$ cat config.mk
export PLATFORM = sky130hd
export DESIGN_NAME = cla_alu16
export DESIGN_NICKNAME = d
export VERILOG_FILES = /design/src/rtl/cla_alu16.sv
export SDC_FILE = /design/constraint.sdc
export NUM_CORES = 1
export LEC_CHECK = 0
export ABC_AREA = 1
export BUFFER_PORTS_ARGS = -buffer_cell sky130_fd_sc_hd__buf_2
export CAP_MARGIN = 10
export CORE_ASPECT_RATIO = 0.9
export CORE_MARGIN = 1.5
export CORE_UTILIZATION = 55
export DETAILED_ROUTE_END_ITERATION = 8
export MAX_ROUTING_LAYER = met4
export PLACE_DENSITY = 0.81
export SYNTH_ARGS = -nofsm -noshare
export SYNTH_HDL_FRONTEND = slang
export SYNTH_SLANG_ARGS = --single-unit
$ cat constraint.sdc
create_clock -name vclk -period 3.6
set_input_delay 0 -clock vclk [all_inputs]
set_output_delay 0 -clock vclk [all_outputs]
set_load 0.02 [all_outputs]
$ cat src/rtl/cla_alu16.sv
`timescale 1ns/1ps
module cla_alu16 (
  input  logic [15:0] opnd_a,
  input  logic [15:0] opnd_b,
  input  logic [2:0]  op_sel,
  output logic [15:0] result,
  output logic        carry_out,
  output logic        ovf,
  output logic        zero
);
  localparam int W      = 16;
  localparam int GW     = 4;
  localparam int NGRP   = W / GW;
  localparam logic [2:0] OP_ADD = 3'b000;
  localparam logic [2:0] OP_SUB = 3'b001;
  localparam logic [2:0] OP_AND = 3'b010;
  localparam logic [2:0] OP_OR  = 3'b011;
  localparam logic [2:0] OP_XOR = 3'b100;
  localparam logic [2:0] OP_NOR = 3'b101;

  logic          do_sub;
  logic [W-1:0]  b_eff, gen, prop, sum;
  logic [W:0]    cy;
  logic [NGRP-1:0] grp_g, grp_p;
  logic          g_lo, p_lo, g_hi, p_hi, g_all, p_all;

  assign do_sub = (op_sel == OP_SUB);
  assign b_eff  = opnd_b ^ {W{do_sub}};
  assign gen    = opnd_a & b_eff;
  assign prop   = opnd_a ^ b_eff;

  for (genvar gi = 0; gi < NGRP; gi++) begin : g_grp
    logic [GW-1:0] gg, pp;
    logic          cin;
    assign gg  = gen[gi*GW +: GW];
    assign pp  = prop[gi*GW +: GW];
    assign cin = cy[gi*GW];
    assign cy[gi*GW+1] = gg[0] | (pp[0] & cin);
    assign cy[gi*GW+2] = gg[1] | (pp[1] & gg[0]) | (pp[1] & pp[0] & cin);
    assign cy[gi*GW+3] = gg[2] | (pp[2] & gg[1]) | (pp[2] & pp[1] & gg[0])
                       | (pp[2] & pp[1] & pp[0] & cin);
    assign grp_g[gi] = gg[3] | (pp[3] & gg[2]) | (pp[3] & pp[2] & gg[1])
                     | (pp[3] & pp[2] & pp[1] & gg[0]);
    assign grp_p[gi] = &pp;
  end

  assign cy[0]  = do_sub;
  assign cy[4]  = grp_g[0] | (grp_p[0] & cy[0]);
  assign cy[8]  = grp_g[1] | (grp_p[1] & grp_g[0]) | (grp_p[1] & grp_p[0] & cy[0]);
  assign cy[12] = grp_g[2] | (grp_p[2] & grp_g[1]) | (grp_p[2] & grp_p[1] & grp_g[0])
                | (grp_p[2] & grp_p[1] & grp_p[0] & cy[0]);

  assign g_lo   = grp_g[1] | (grp_p[1] & grp_g[0]);
  assign p_lo   = grp_p[1] & grp_p[0];
  assign g_hi   = grp_g[3] | (grp_p[3] & grp_g[2]);
  assign p_hi   = grp_p[3] & grp_p[2];
  assign g_all  = g_hi | (p_hi & g_lo);
  assign p_all  = p_hi & p_lo;
  assign cy[16] = g_all | (p_all & cy[0]);

  assign sum = prop ^ cy[W-1:0];

  always_comb begin
    result    = '0;
    carry_out = 1'b0;
    ovf       = 1'b0;
    case (op_sel)
      OP_ADD: begin
        result    = sum;
        carry_out = cy[W];
        ovf       = (opnd_a[W-1] == opnd_b[W-1]) && (sum[W-1] != opnd_a[W-1]);
      end
      OP_SUB: begin
        result    = sum;
        carry_out = cy[W];
        ovf       = (opnd_a[W-1] != opnd_b[W-1]) && (sum[W-1] != opnd_a[W-1]);
      end
      OP_AND:  result = opnd_a & opnd_b;
      OP_OR:   result = opnd_a | opnd_b;
      OP_XOR:  result = opnd_a ^ opnd_b;
      OP_NOR:  result = ~(opnd_a | opnd_b);
      default: result = '0;
    endcase
  end

  assign zero = ~|result;
endmodule


==> impl_metrics.toml, run 1 <==
[status]
status = "completed"

[sta]
hold_slack_ns = 0.379
relSlewSlack_pct = 57.9
finalMaxSlewViolations = 0
finalSetupViolations = 0
post-route-period-util_pct = 93.3
fin_ws_ns = 0.241
tightest_slew_ns = 0.630
fin_crit_ns = 3.36
fmax_mhz = 298
hold_viol = 0

[detailed_routing]
via_count = 2610
detail_route.iter0.violations = 148
drt_wl_total_um = 5930
dr.pass1.iters = 5
drc = 0
wl_per_cell_um = 12.0
ant_nets = 0
vias_per_cell = 5.26

[setup_path]
cp.required_ns = 3.60
crit_path_end = "zero"
crit_type = "primary input to output pin"
cp-start-kind = "primary input"
cp_max_fo = 8
critPathCaptureType = "output pin"
cp.arrival_ns = 3.36
crit_start = "op_sel[0]"

[floorplanning]
start_util_pct = 56.6
io_pins = 54
coreArea_mm2 = 0.00405
die-area_mm2 = 0.00456
row_count = 22
die_height_um = 64.2
die_w_um = 71.0

[logic_synthesis]
avgSynthCellArea_um2 = 5.81
synth_area_mm2 = 0.00229
yosys_warnings = 0
synth_cells = 394
yosysTopAreaCell = "ha_1"
syn_nets = 480
yosys-top-cells-area = "ha_1 (26%), nand2_1 (16%), inv_1 (13%), nand3_1 (7.2%), nor2_1 (6.6%)"
synth.top_cell.area_share_pct = 26.2
synth-seq-area-share_pct = 0
synth_cell_types = 34

[pwr]
netSwitchingFraction_pct = 62.5
power_frac_clock_pct = 0
switching_power_mw = 0.269
comb_power_share_pct = 100.0
intPower_mw = 0.162
ir_worst_vdd_uv = 79.3
power.density_mw_per_mm2 = 160
power.static_leakage_nw = 1.74
seqPwrFrac_pct = 0

[worst_hold_path]
worstHoldStart = "opnd_a[15]"
hold_path_class = "primary input to output pin"

[final_layout]
seq_cell_count = 0
diodes = 0
final_common_cell = "nand2_1"
clock_buffers = 0
register_area_um2 = 0
utilization_pct = 66.5
stdcell_count = 496
drive_above_1_share_pct = 20.5
nets = 536
design_area_mm2 = 0.00269
area_delta_synth_final_pct = 17.4
final_cell_mix = "nand2_1 (95), inv_1 (80), buf_2 (53), ha_1 (46), nor2_1 (38)"

[placed_design]
hpwl_um = 4680
dpl_cell_area_mm2 = 0.00259
gp_congestion = 0.918
dp_cells = 491
pre_cts_slack_ns = 0.220
place.port_buffers = 54

[grt]
grt_max_degree = 18
grt_overflow_total = 0
grt_pass1_vias = 2413
grt_pass1_wl_um = 9960
grt_use_total_pct = 26.6
antenna_found_initial = 0

[clock_tree]
hold_buffers = 0

[run]
max_cap_viol_count = 0
-- final cells by class --
| type | count | area, um^2 |
|---|---|---|
| Tap cell | 48 | 60.1 |
| Timing Repair Buffer | 62 | 340 |
| Inverter | 87 | 332 |
| Multi-Input combinational cell | 299 | 1960 |
| Fill cell | 398 | 1360 |
-- cells by family after synthesis --
group / Yosys count / synth area share [%]
buf+inv: 95 / 17.2
xor+xnor: 15 / 5.73
compound gates: 33 / 8.85
simple gates: 200 / 39.4
fa+ha+maj: 51 / 28.8
-- worst min-delay path by stage --
stage	end	cells past startpoint
after global placement	ovf	4
after detailed placement	ovf	4
final	ovf	4
after CTS	ovf	4
after global routing	ovf	4
after floorplan	ovf	2
-- power groups by stage --
stage / logic (mW) / registers (mW) / clock network (mW)
global placement: 0.403 / 0 / 0
global route: 0.487 / 0 / 0
floorplan: 0.296 / 0 / 0
CTS: 0.414 / 0 / 0
finish: 0.431 / 0 / 0
detailed placement: 0.412 / 0 / 0
-- what timing repair did --
| action | CTS | global route |
|---|---|---|
| endpoints found under the setup margin | 0 | 1 |
| buffers inserted | 0 | 4 |
| resized for setup | 0 | 13 |
-- stage by stage --
stage                     power [mW]  setup TNS, ns
final                          0.431              0
after global routing           0.487        -0.0179
after CTS                      0.414              0
after detailed placement       0.412              0
after global placement         0.403              0
after floorplan                0.296              0
-- Yosys cell counts, drive strengths merged (2+ instances only) --
master  instances
nand2         100
inv            87
ha             48
nor2           42
nand3          35
xor2           15
o21ai          12
a21oi          10
buf             7
nand3b          7
nand4           7
a221oi          6
fa              3
nor3            3
and2            2
and3            2
o21bai          2
or2             2
-- worst max-delay path: stages --
cell      delay, ns
clkbuf_4       0.16
inv_2          0.07
nor3_4         0.27
buf_6          0.20
xor2_4         0.17
inv_1          0.09
ha_4           0.27
nand2_1        0.05
nor2_2         0.17
and2_1         0.15
nand3_1        0.08
nand2_2        0.11
inv_1          0.06
fa_2           0.36
nand2_1        0.07
inv_1          0.05
o21ai_2        0.14
nand3b_2       0.11
nor2_1         0.11
nand2_1        0.06
nor2_1         0.09
nand3_1        0.11
nor2_1         0.11
nand3_1        0.07
nor2_1         0.10
buf_4          0.14
-- layer usage --
| metal | global-route usage (%) | part of all wire [%] | up-vias |
|---|---|---|---|
| li1 | - | - | 1352 |
| met1 | 33.0 | 45 | 1146 |
| met2 | 46.7 | 47 | 106 |
| met3 | 3.31 | 7.7 | 6 |
| met4 | 4.48 | 0.54 | 0 |
| met5 | - | 0 | - |
No activity file was read; power rests on OpenSTA's default activity.
==> inputs of run 2 (changes only) <==
--- a/config.mk
+++ b/config.mk
@@ -13,7 +13,7 @@
 export CORE_UTILIZATION = 55
 export DETAILED_ROUTE_END_ITERATION = 8
 export MAX_ROUTING_LAYER = met4
-export PLACE_DENSITY = 0.81
+export PLACE_DENSITY_LB_ADDON = 0.12
 export SYNTH_ARGS = -nofsm -noshare
 export SYNTH_HDL_FRONTEND = slang
 export SYNTH_SLANG_ARGS = --single-unit
==> run 2 against run 1 <==
Effect of this change:
- final area up 3.3%
- flip-flop and latch count is the same
- non-clock buffer count rose by 7
- combinational power increased by 5.1%
- setup slack got worse by 0.026 ns
- global-route usage decreased by 0.53 points
- wire length up 3.5%
- clock-buffer cell count did not move
- critical endpoint unchanged
- highest routed layer unchanged
==> impl_metrics.toml, run 2 (synthesis results as in run 1) <==
[setup_path]
cp.required_ns = 3.60
cp-start-kind = "primary input"
crit_family = "simple AND/OR/NAND/NOR gates"
crit_type = "primary input to output pin"
critPathMaxStageDelay_ns = 0.42
cp.arrival_ns = 3.39
cp_max_fo = 10
slowest_stage = "fa_1"
crit_buf_inv = 8
critPathCaptureType = "output pin"

[detailed_routing]
drt_wl_total_um = 6140
drc = 0
detail_route.iter0.violations = 145
dr.pass1.iters = 4
wl_per_cell_um = 12.2
vias_per_cell = 5.22
ant_nets = 0
via_count = 2625

[final_layout]
seq_cell_count = 0
utilization_pct = 68.6
diodes = 0
final_common_cell = "nand2_1"
final_cell_mix = "nand2_1 (95), inv_1 (80), buf_2 (52), ha_1 (48), nor2_1 (37)"
register_area_um2 = 0
clock_buffers = 0
design_area_mm2 = 0.00278
area_delta_synth_final_pct = 21.2
nets = 543
drive_above_1_share_pct = 21.3
n_fill_cell = 407

[sta]
post-route-period-util_pct = 94.0
finalSetupViolations = 0
tightest_slew_ns = 0.623
finalMaxSlewViolations = 0
fin_crit_ns = 3.39
hold_viol = 0
fmax_mhz = 295
relSlewSlack_pct = 58.4

[grt]
grt_pass1_wl_um = 9600
grt_use_total_pct = 26.0
grt_pass1_vias = 2149
grt_overflow_total = 0
antenna_found_initial = 0
grt_max_degree = 21

[placed_design]
place.port_buffers = 54
gp_congestion = 0.924
dpl_cell_area_mm2 = 0.00259
hpwl_um = 4600

[floorplanning]
die_w_um = 71.0
io_pins = 54
start_util_pct = 56.6
die-area_mm2 = 0.00456
row_count = 22
die_height_um = 64.2
coreArea_mm2 = 0.00405

[pwr]
switching_power_mw = 0.276
ir_worst_vdd_uv = 94.3
p_total_mw = 0.453
netSwitchingFraction_pct = 60.9
seqPwrFrac_pct = 0
power.density_mw_per_mm2 = 163
intPower_mw = 0.177
power.static_leakage_nw = 1.80
power_frac_clock_pct = 0
comb_power_share_pct = 100.0

[worst_hold_path]
hold_path_class = "primary input to output pin"

[clock_tree]
hold_buffers = 0

[run]
max_cap_viol_count = 0

[status]
status = "completed"
-- run 2: path summary, 6_finish.rpt --
kind	start	to	slack, ns	cells past startpoint
setup / recovery	op_sel[0]	zero	0.21	27
hold / removal	opnd_a[15]	ovf	0.38	4
-- run 2: stage by stage --
stage | hold slack (ns) | setup TNS, ns | worst slack (ns) | cells
floorplan | 0.180 | 0 | 0.290 | 394
global placement | 0.380 | 0 | 0.298 | 490
detailed placement | 0.384 | 0 | 0.234 | 490
CTS | 0.384 | 0 | 0.230 | 490
global route | 0.430 | -0.0395 | -0.0395 | 503
finish | 0.385 | 0 | 0.214 | 503
-- run 2: layer usage --
layer | wire length, um | global-route usage, % | vias up | share of wire [%]
met5 | 0 | - | - | 0
met4 | 49 | 1.65 | 0 | 0.80
met3 | 450 | 1.10 | 6 | 7.3
met2 | 2870 | 43.3 | 91 | 47
met1 | 2770 | 36.7 | 1166 | 45
li1 | - | - | 1362 | -
-- run 2: final cells by class --
class / count / area, um^2 / share of cell area [%]
inverter: 87 / 334 / 12.0
tap: 48 / 60.1 / 2.16
timing repair buffer: 69 / 443 / 16.0
multi-input combinational: 299 / 1940 / 69.9
-- run 2: what timing repair did --
| item | 4_1_cts | 5_1_grt |
|---|---|---|
| buffers inserted | 0 | 11 |
| gates resized for setup | 0 | 13 |
| setup endpoints to repair | 0 | 1 |
| hold endpoints to repair | 0 | 0 |
-- run 2: power groups by stage --
| stage | Sequential, mW | Clock, mW | Combinational, mW |
|---|---|---|---|
| 6_report | 0 | 0 | 0.453 |
| 2_1_floorplan | 0 | 0 | 0.296 |
| 3_3_place_gp | 0 | 0 | 0.406 |
| 5_1_grt | 0 | 0 | 0.508 |
| 3_5_place_dp | 0 | 0 | 0.411 |
| 4_1_cts | 0 | 0 | 0.414 |
-- run 2: worst min-delay path: cells and delay by family --
family,cells,cell delay [ns]
AOI/OAI and AO/OA,1,0.05
buffers and inverters,2,0.27
and+or+nand+nor,1,0.06
==> inputs of run 3 (changes only) <==
--- a/config.mk
+++ b/config.mk
@@ -8,7 +8,7 @@
 export ABC_AREA = 1
 export BUFFER_PORTS_ARGS = -buffer_cell sky130_fd_sc_hd__buf_2
 export CAP_MARGIN = 10
-export CORE_ASPECT_RATIO = 0.9
+export CORE_ASPECT_RATIO = 0.75
 export CORE_MARGIN = 1.5
 export CORE_UTILIZATION = 55
 export DETAILED_ROUTE_END_ITERATION = 8
==> run 3 against run 2 <==
Effect of this change:
- utilization decreased by 0.45 points
- first-iteration DRC count increased by 2.8%
- largest power group unchanged
- via count increased by 0.11%
- flip-flop and latch count unchanged
- global-route usage increased by 0.57 points
==> impl_metrics.toml, run 3 (synthesis results as in run 1) <==
[worst_hold_path]
holdPathStages = 4
worstHoldStart = "opnd_a[15]"
hold_path_class = "primary input to output pin"
hold_end = "ovf"

[final_layout]
clock_buffers = 0
drive_above_1_share_pct = 21.8
final_cell_mix = "nand2_1 (95), inv_1 (80), buf_2 (52), ha_1 (46), nor2_1 (37)"
area_delta_synth_final_pct = 19.9
seq_cell_count = 0
n_fill_cell = 396
diodes = 0
final_common_cell = "nand2_1"
nets = 542
register_area_um2 = 0

[floorplanning]
start_util_pct = 56.9
coreArea_mm2 = 0.00403
row_count = 20
die-area_mm2 = 0.00457
io_pins = 54
die_height_um = 58.9
die_w_um = 77.5

[pwr]
intPower_mw = 0.171
power_frac_clock_pct = 0
power.static_leakage_nw = 1.78
switching_power_mw = 0.275
seqPwrFrac_pct = 0
ir_worst_vdd_uv = 80.3
netSwitchingFraction_pct = 61.6
power.density_mw_per_mm2 = 163
comb_power_share_pct = 100.0

[setup_path]
critPathCaptureType = "output pin"
cp.arrival_ns = 3.39
crit_type = "primary input to output pin"
cp.required_ns = 3.60
cp_max_fo = 8
cp-start-kind = "primary input"

[sta]
finalMaxSlewViolations = 0
fin_crit_ns = 3.39
relSlewSlack_pct = 57.6
post-route-period-util_pct = 94.2
fin_ws_ns = 0.209
finalSetupViolations = 0
hold_viol = 0
fin_tns_setup_ns = 0
tightest_slew_ns = 0.634
fmax_mhz = 295

[status]
status = "completed"

[grt]
grt_use_total_pct = 26.6
grt_overflow_total = 0
grt_pass1_vias = 2204
grt_pass1_wl_um = 9680
antenna_found_initial = 0
grt_max_degree = 18

[detailed_routing]
via_count = 2628
drt_wl_total_um = 6110
highest_layer = "met4"
ant_nets = 0
wl_met1_um = 3060
vias_per_cell = 5.16
dr.pass1.iters = 4
detail_route.iter0.violations = 149
met2_length_um = 2740
wl_per_cell_um = 12.0
met3_length_um = 292
drc = 0

[run]
max_cap_viol_count = 0

[placed_design]
hpwl_um = 4780
place.port_buffers = 54
pre_cts_slack_ns = 0.201
gp_congestion = 0.917

[clock_tree]
hold_buffers = 0
run 3: cell types whose count changed in the layout (fill, tap and decap cells not counted), sizes merged:
| cell | before | now |
|---|---|---|
| clkbuf | 2 | 1 |
run 3: how the worst max path moves through the flow:
stage | end | cells after the start | startpoint | slack, ns
after floorplan | zero | 24 | op_sel[2] | 0.29
after global placement | zero | 23 | op_sel[0] | 0.27
after detailed placement | zero | 26 | op_sel[0] | 0.20
after CTS | zero | 26 | op_sel[0] | 0.19
after global routing | zero | 25 | op_sel[0] | -0.03
final | zero | 27 | op_sel[0] | 0.21
run 3: power groups by stage:
stage	combinational, mW	sequential, mW	clock [mW]
2_1_floorplan	0.296	0	0
3_3_place_gp	0.410	0	0
3_5_place_dp	0.414	0	0
4_1_cts	0.417	0	0
5_1_grt	0.498	0	0
6_report	0.447	0	0
run 3: stage by stage:
step	cells	hold slack (ns)	area, um^2	power, mW	utilization (%)
floorplan	394	0.180	2290	0.296	-
global placement	499	0.380	2620	0.410	64.9
detailed placement	499	0.392	2620	0.414	64.9
CTS	499	0.394	2620	0.417	64.9
global route	509	0.423	2750	0.498	68.2
finish	509	0.393	2750	0.447	68.2
run 3: per-layer routing:
| metal | track usage, % | up-vias |
|---|---|---|
| li1 | - | 1357 |
| met4 | 0.519 | 0 |
| met3 | 0.155 | 2 |
| met1 | 38.6 | 1185 |
| met2 | 44.5 | 84 |
| met5 | - | - |
run 3: cell type report:
class | instances | area, um^2 | area share [%]
inverter | 87 | 332 | 12.1
multi-input combinational | 299 | 1950 | 71.0
timing repair buffer | 68 | 397 | 14.4
tap | 55 | 68.8 | 2.51
run 3: worst max-delay path, cell delays in order:
cell      delay [ns]
clkbuf_4        0.17
inv_2           0.07
nor3_4          0.34
buf_12          0.18
xor2_1          0.07
ha_1            0.36
buf_4           0.14
nand2_1         0.05
nand2_1         0.12
nor2_1          0.07
nand2_2         0.08
nand3_1         0.08
nand2_2         0.09
inv_1           0.06
fa_1            0.41
nand2_1         0.08
inv_1           0.05
o21ai_2         0.11
nand3b_2        0.09
nor2_1          0.12
nand2_1         0.07
nor2_2          0.09
nand3_1         0.07
nor2_1          0.08
nand3_1         0.07
nor2_1          0.10
buf_4           0.15
run 3: repair_timing:
action                     CTS  global route
hold endpoints to repair     0             0
setup endpoints to repair    0             1
resized for setup            0            14
setup buffers                0            10
